`config.mk`:
```
export PLATFORM = sky130hd
export DESIGN_NAME = i2c_byte_master
export DESIGN_NICKNAME = d
export VERILOG_FILES = /design/src/rtl/i2c_byte_master.sv
export SDC_FILE = /design/constraint.sdc
export NUM_CORES = 1
export LEC_CHECK = 0
export CAP_MARGIN = 20
export CELL_PAD_IN_SITES_DETAIL_PLACEMENT = 1
export CELL_PAD_IN_SITES_GLOBAL_PLACEMENT = 1
export CORE_UTILIZATION = 25
export DETAILED_ROUTE_END_ITERATION = 10
export PLACE_DENSITY_LB_ADDON = 0.2
export SYNTH_ARGS = -nofsm -noshare
export SYNTH_HDL_FRONTEND = slang
export SYNTH_SLANG_ARGS = --single-unit
```
`constraint.sdc`:
```
create_clock -name clk -period 4.2 [get_ports clk]
set_clock_uncertainty 0.15 [all_clocks]
set_input_delay 0.42 -clock clk [delete_from_list [all_inputs] [get_ports clk]]
set_output_delay 0.42 -clock clk [all_outputs]
set_load 0.05 [all_outputs]
```
`src/rtl/i2c_byte_master.sv`:
```
module i2c_byte_master #(
  parameter int ADDR_W = 6,
  parameter int DIV_W  = 8
) (
  input  logic              clk,
  input  logic              rst_n,
  input  logic              reg_wr,
  input  logic [ADDR_W-1:0] reg_addr,
  input  logic [7:0]        reg_wdata,
  output logic [7:0]        reg_rdata,
  input  logic              scl_in,
  input  logic              sda_in,
  output logic              scl_oe,
  output logic              sda_oe
);

  localparam logic [ADDR_W-1:0] OFS_CTRL = ADDR_W'(4);
  localparam logic [ADDR_W-1:0] OFS_STAT = ADDR_W'(12);
  localparam logic [ADDR_W-1:0] OFS_DIV  = ADDR_W'(24);
  localparam logic [ADDR_W-1:0] OFS_ADR  = ADDR_W'(32);
  localparam logic [ADDR_W-1:0] OFS_DAT  = ADDR_W'(36);

  localparam int F_ADONE = 0;
  localparam int F_RXD   = 1;
  localparam int F_TXD   = 2;
  localparam int F_EMPTY = 3;
  localparam int F_STOP  = 4;
  localparam int F_ARB   = 5;
  localparam int F_NACK  = 6;

  typedef enum logic [2:0] {S_IDLE, S_START, S_XFER, S_WAIT, S_STOP} state_t;

  state_t           state;
  logic [7:0]       ctrl_q, adr_q, dat_q, sh_q;
  logic [6:0]       stat_q;
  logic [DIV_W-1:0] div_q, cnt_q;
  logic [1:0]       ph_q;
  logic [3:0]       bit_q;
  logic             scl_lo, sda_lo;
  logic             is_rx, is_adr, last_rx, nack_q, loaded;

  wire wr_ctrl  = reg_wr && (reg_addr == OFS_CTRL);
  wire wr_stat  = reg_wr && (reg_addr == OFS_STAT);
  wire wr_div   = reg_wr && (reg_addr == OFS_DIV);
  wire wr_adr   = reg_wr && (reg_addr == OFS_ADR);
  wire wr_dat   = reg_wr && (reg_addr == OFS_DAT);
  wire start_go = wr_ctrl && reg_wdata[3] && reg_wdata[0] && (state == S_IDLE);
  wire tick     = (cnt_q == '0) && (state != S_IDLE) && (state != S_WAIT);
  wire data_bit = (bit_q < 4'd8);
  wire out_bit  = data_bit ? (is_rx ? 1'b1 : sh_q[7]) : (is_rx ? last_rx : 1'b1);
  wire ovr      = ctrl_q[4];

  assign scl_oe = ovr ? !ctrl_q[6] : scl_lo;
  assign sda_oe = ovr ? !ctrl_q[5] : sda_lo;

  always_comb begin
    case (reg_addr)
      OFS_CTRL: reg_rdata = ctrl_q;
      OFS_STAT: reg_rdata = {1'b0, stat_q};
      OFS_DIV:  reg_rdata = 8'(div_q);
      OFS_ADR:  reg_rdata = adr_q;
      OFS_DAT:  reg_rdata = dat_q;
      default:  reg_rdata = 8'h00;
    endcase
  end

  always_ff @(posedge clk) begin
    if (!rst_n) begin
      state   <= S_IDLE;
      ctrl_q  <= '0;
      stat_q  <= '0;
      div_q   <= '0;
      cnt_q   <= '0;
      adr_q   <= '0;
      dat_q   <= '0;
      sh_q    <= '0;
      ph_q    <= '0;
      bit_q   <= '0;
      scl_lo  <= 1'b0;
      sda_lo  <= 1'b0;
      is_rx   <= 1'b0;
      is_adr  <= 1'b0;
      last_rx <= 1'b0;
      nack_q  <= 1'b0;
      loaded  <= 1'b0;
    end else begin
      if (wr_stat) stat_q <= stat_q & reg_wdata[6:0];
      if (wr_ctrl) ctrl_q <= {reg_wdata[7:1], 1'b0};
      if (wr_div)  div_q  <= DIV_W'(reg_wdata);
      if (wr_adr)  adr_q  <= reg_wdata;
      if (wr_dat) begin
        dat_q  <= reg_wdata;
        loaded <= 1'b1;
      end

      if (state == S_IDLE || state == S_WAIT || tick) cnt_q <= div_q;
      else cnt_q <= cnt_q - DIV_W'(1);

      case (state)
        S_IDLE: begin
          ph_q <= '0;
          if (start_go) state <= S_START;
        end

        S_START: if (tick) begin
          ph_q <= ph_q + 2'd1;
          case (ph_q)
            2'd0: begin scl_lo <= 1'b0; sda_lo <= 1'b0; end
            2'd1: sda_lo <= 1'b1;
            2'd2: scl_lo <= 1'b1;
            2'd3: begin
              state  <= S_XFER;
              sh_q   <= adr_q;
              bit_q  <= '0;
              is_rx  <= 1'b0;
              is_adr <= 1'b1;
            end
          endcase
        end

        S_XFER: if (tick) begin
          ph_q <= ph_q + 2'd1;
          case (ph_q)
            2'd0: sda_lo <= !out_bit;
            2'd1: scl_lo <= 1'b0;
            2'd2: begin
              if (data_bit) begin
                if (is_rx) sh_q <= {sh_q[6:0], sda_in};
                else if (sh_q[7] && !sda_in) begin
                  state          <= S_IDLE;
                  scl_lo         <= 1'b0;
                  sda_lo         <= 1'b0;
                  stat_q[F_ARB]  <= 1'b1;
                end
              end else begin
                nack_q <= sda_in;
              end
            end
            2'd3: begin
              scl_lo <= 1'b1;
              if (data_bit) begin
                bit_q <= bit_q + 4'd1;
                if (!is_rx) sh_q <= {sh_q[6:0], 1'b0};
              end else if (is_adr) begin
                is_adr           <= 1'b0;
                stat_q[F_ADONE]  <= 1'b1;
                if (nack_q) begin
                  stat_q[F_NACK] <= 1'b1;
                  state          <= S_STOP;
                end else begin
                  state <= S_WAIT;
                  is_rx <= adr_q[0];
                  if (adr_q[0]) stat_q[F_RXD] <= 1'b1;
                  else stat_q[F_EMPTY] <= 1'b1;
                end
              end else if (is_rx) begin
                dat_q         <= sh_q;
                stat_q[F_RXD] <= 1'b1;
                state         <= last_rx ? S_STOP : S_WAIT;
              end else begin
                stat_q[F_TXD] <= 1'b1;
                if (nack_q) begin
                  stat_q[F_NACK] <= 1'b1;
                  state          <= S_STOP;
                end else begin
                  stat_q[F_EMPTY] <= 1'b1;
                  state           <= S_WAIT;
                end
              end
            end
          endcase
        end

        S_WAIT: begin
          ph_q <= '0;
          if (is_rx) begin
            if (!stat_q[F_RXD]) begin
              state   <= S_XFER;
              last_rx <= ctrl_q[1];
              bit_q   <= '0;
            end
          end else if (ctrl_q[1]) begin
            state <= S_STOP;
          end else if (!stat_q[F_EMPTY] && loaded) begin
            state  <= S_XFER;
            sh_q   <= dat_q;
            loaded <= 1'b0;
            bit_q  <= '0;
          end
        end

        S_STOP: if (tick) begin
          ph_q <= ph_q + 2'd1;
          case (ph_q)
            2'd0: sda_lo <= 1'b1;
            2'd1: scl_lo <= 1'b0;
            2'd2: sda_lo <= 1'b0;
            2'd3: begin
              state          <= S_IDLE;
              stat_q[F_STOP] <= 1'b1;
              ctrl_q[1]      <= 1'b0;
            end
          endcase
        end

        default: state <= S_IDLE;
      endcase
    end
  end

  // losing arbitration leaves both lines released at once
  a_r12_release: assert property (@(posedge clk) disable iff (!rst_n)
    ($rose(stat_q[F_ARB]) && !ovr) |-> (!scl_oe && !sda_oe));

  // stop done is reported with the bus free
  a_r7_stop_released: assert property (@(posedge clk) disable iff (!rst_n)
    ($rose(stat_q[F_STOP]) && !ovr) |-> (!scl_oe && !sda_oe));

  // SDA is pulled low under a high SCL only to form a start condition
  a_r4_start_edge: assert property (@(posedge clk) disable iff (!rst_n)
    (!scl_lo && $past(!scl_lo) && $rose(sda_lo)) |-> ($past(state) == S_START));

  // SDA is released under a high SCL only to form a stop condition
  a_r7_stop_edge: assert property (@(posedge clk) disable iff (!rst_n)
    (!scl_lo && $past(!scl_lo) && $fell(sda_lo)) |-> ($past(state) == S_STOP));

  // SCL is held low while waiting for software
  a_r6_hold_scl: assert property (@(posedge clk) disable iff (!rst_n)
    (state == S_WAIT) |-> scl_lo);

  // a NACK always leads into a stop
  a_r11_nack_stop: assert property (@(posedge clk) disable iff (!rst_n)
    $rose(stat_q[F_NACK]) |-> (state == S_STOP));

endmodule

```
==> flow_summary_export.csv <==
group,metric,value,unit
run_status,status,"complete, no violations",
timing,final_hold_viol_count,0,
cells_and_area,drive_gt1_frac,0.0998,
pwr,finalPower,1.96,mW
pwr,power_leakage,1.70,nW
yosys,synth_most_common_cell,"dfxtp_1",
route,vias_per_cell,5.11,
yosys,synth_top_area_frac,0.354,
place,routabilityCongestion,0.776,
floorplan,ios,29,
global_routing,grt_pass1_vias,3693,
pwr,seq_power_share,0.370,
cells_and_area,nets,523,
timing,fin_ws,0.603,ns
critical_path,crit-reg2reg-launch,"cnt_q[0]",
worst_hold_path,holdCritStartpoint,"bit_q[1]",
yosys,synth_flop_cell,"dfxtp_1",
clock_tree,htree_levels,3,
yosys,syn_nets,506,
global_routing,grt.overflow.total,0,
clock_tree,root_buffer,"clkbuf_16",
place,place_area,4460,um2
route,drtPass1Iterations,4,
timing,setup_viol,0,
pwr,combPwrFrac,0.215,
route,drtIter0Drc,216,
cells_and_area,fill_cells,1814,
critical_path,cp_max_fo,8,
yosys,synth_top_cell_by_area,"dfxtp_1",
place,port_buffers,27,
clock_tree,clk_latency,0.34,ns
cells_and_area,seq_area,1400,um2
pwr,power_frac_clock,0.415,
clock_tree,clkTransAtPathRegs,0.05,ns
yosys,synth_edf_count,0,
critical_path,critPathKind,"in -> out",
route,via_count,3638,
global_routing,grt_pass1_wl,21.0,mm
critical_path,cp-start-kind,"input port",
clock_tree,cts_tree,"yes",
floorplan,dieArea,16300,um2
pwr,power.switching,0.592,mW
cells_and_area,area_delta_synth_final,20.4,%
place,dpl.hpwl,9.41,mm
pwr,intPower,1.37,mW
clock_tree,clockBufferDepth,2,
yosys,synth_warnings,0,
route,antenna_left,0,
yosys,yosys-top-cells-count,"dfxtp_1, nand2_1, nor2_1",
clock_tree,ctsHoldBuffers,0,
timing,fmax,278,MHz
timing,fin_hold_ws,0.334,ns
yosys,syn_inst,480,
yosys,ys_seq_area_frac,0.354,
global_routing,grt_max_degree,38,
yosys,syn_area_per_cell,8.25,um2
timing,setup_tns,0,ns
yosys,ys_seq_elements,70,
critical_path,startpoint,"reg_addr[1]",
timing,grt_setup_unrepaired,"no",
cells_and_area,multi_input_area,2390,um2
pwr,switching_share,0.302,
cells_and_area,post-route-util,0.311,
timing,relSlewSlack,0.533,
timing,fin_crit,3.60,ns
place,placed_cells,696,
clock_tree,cts.sinks,70,
timing,maxSlewViolCount,0,
critical_path,critPathRequiredTime,3.63,ns
clock_tree,cts_buffers,9,
pwr,ir_drop,0.194,mV
critical_path,reg2reg_setup_slack,1.60,ns
cells_and_area,fin_area,4770,um2
floorplan,die_h,128,um
route,wl_per_cell,18.4,um
yosys,async_flop_share,0,
clock_tree,cts_resized,0,
global_routing,grtUsageTotal,0.170,
floorplan,fp.dieW,128,um
critical_path,arrival,3.03,ns
yosys,synth.top_cells.by_area,"dfxtp_1, mux2i_1, nand2_1",
clock_tree,post-cts-setup-buffers,0,
critical_path,cp-end-kind,"output port",
yosys,synthesis.area,3960,um2
worst_hold_path,hp-class,"reg -> reg",
cells_and_area,finalNonFillerCells,712,
flow_run,maxCapViolations,0,
floorplan,core_area,15300,um2
pwr,power_density,411,nW/um2
yosys,yosys.cell_types.count,65,
floorplan,start_util,0.259,
floorplan,num_rows,45,
route,remaining_drc_errors,0,
route,routed_wl,13.1,mm
timing,fin_crit_sh,0.856,
cells_and_area,antenna_cells,0,
place,pre_cts_ws,0.603,ns
global_routing,antenna_found_initial,0,
timing,worstMarginPinSlew,0.700,ns
## metal layers
metal	GRT usage	vias up	part of all wire
met5	0	-	0
met2	0.291	44	0.49
met4	0.0408	0	0.011
met3	0.0380	11	0.026
li1	-	1790	-
met1	0.217	1793	0.47
## path summary, 6_finish.rpt
path,to,cells past startpoint
max,reg_rdata[4],6
min,bit_q[1],2
max reg2reg,bit_q[2],7
min reg2reg,bit_q[1],2
## worst max-delay path, cell delays in order
cell and delay, ns:
clkdlybuf4s50_1 0.47, or4b_4 0.58, nor2_1 0.46, a222oi_1 0.16
nand2_1 0.13, clkdlybuf4s50_1 0.81
## sequential cells by signal (all words and copies together), names as in the netlist
signal   cells
state        3
is_rx        1
stat_q       7
dat_q        8
sda_lo       1
sh_q         8
bit_q        4
nack_q       1
ctrl_q       7
adr_q        8
is_adr       1
scl_lo       1
cnt_q        8
loaded       1
ph_q         2
last_rx      1
div_q        8
## final cells by class
| cell class | instances | area share |
|---|---|---|
| timing repair buffer | 40 | 0.0771 |
| clock inverter | 4 | 0.0152 |
| tap | 211 | 0.0554 |
| multi-input combinational | 365 | 0.501 |
| clock buffer | 11 | 0.0488 |
| inverter | 11 | 0.00866 |
| sequential | 70 | 0.294 |
## power by group through the flow
| stage | Clock (mW) | Combinational (mW) | Sequential, mW |
|---|---|---|---|
| 6_report | 0.814 | 0.422 | 0.727 |
| 5_1_grt | 0.861 | 0.465 | 0.730 |
| 4_1_cts | 0.836 | 0.424 | 0.726 |
| 3_5_place_dp | 0 | 0.422 | 0.740 |
| 3_3_place_gp | 0 | 0.416 | 0.739 |
| 2_1_floorplan | 0 | 0.319 | 0.710 |
## cell usage in the layout, fill, tap and decap left out, types with 3 or more instances in the layout
master | Yosys | layout
a211oi_1 | 18 | 18
nand3b_1 | 4 | 4
a21oi_1 | 32 | 32
mux2i_1 | 39 | 39
nor2_1 | 44 | 44
ha_1 | 7 | 7
xnor2_1 | 4 | 4
nand4_1 | 5 | 5
buf_4 | 1 | 13
clkbuf_16 | 0 | 9
inv_1 | 10 | 10
nor2b_1 | 5 | 5
a222oi_1 | 7 | 7
o211ai_1 | 8 | 8
dfxtp_1 | 70 | 70
nand3_1 | 20 | 20
clkdlybuf4s50_1 | 0 | 27
nand2_1 | 68 | 68
o21ai_0 | 21 | 21
nand2b_1 | 10 | 10
mux2_2 | 5 | 5
or2_2 | 3 | 3
nor3b_1 | 3 | 3
nor3_1 | 4 | 4
o31ai_1 | 3 | 3
nor4_1 | 4 | 3
a31oi_1 | 4 | 4
## cells by family after synthesis
family                   share of synthesized area
buffers and inverters                       0.0461
AND/OR/NAND/NOR                              0.238
adder cells (fa/ha/maj)                     0.0221
flip-flops                                   0.354
multiplexers                                 0.113
AO/OA/AOI/OAI                                0.214
XOR/XNOR                                    0.0133
Power figures use the tool's default switching activity.
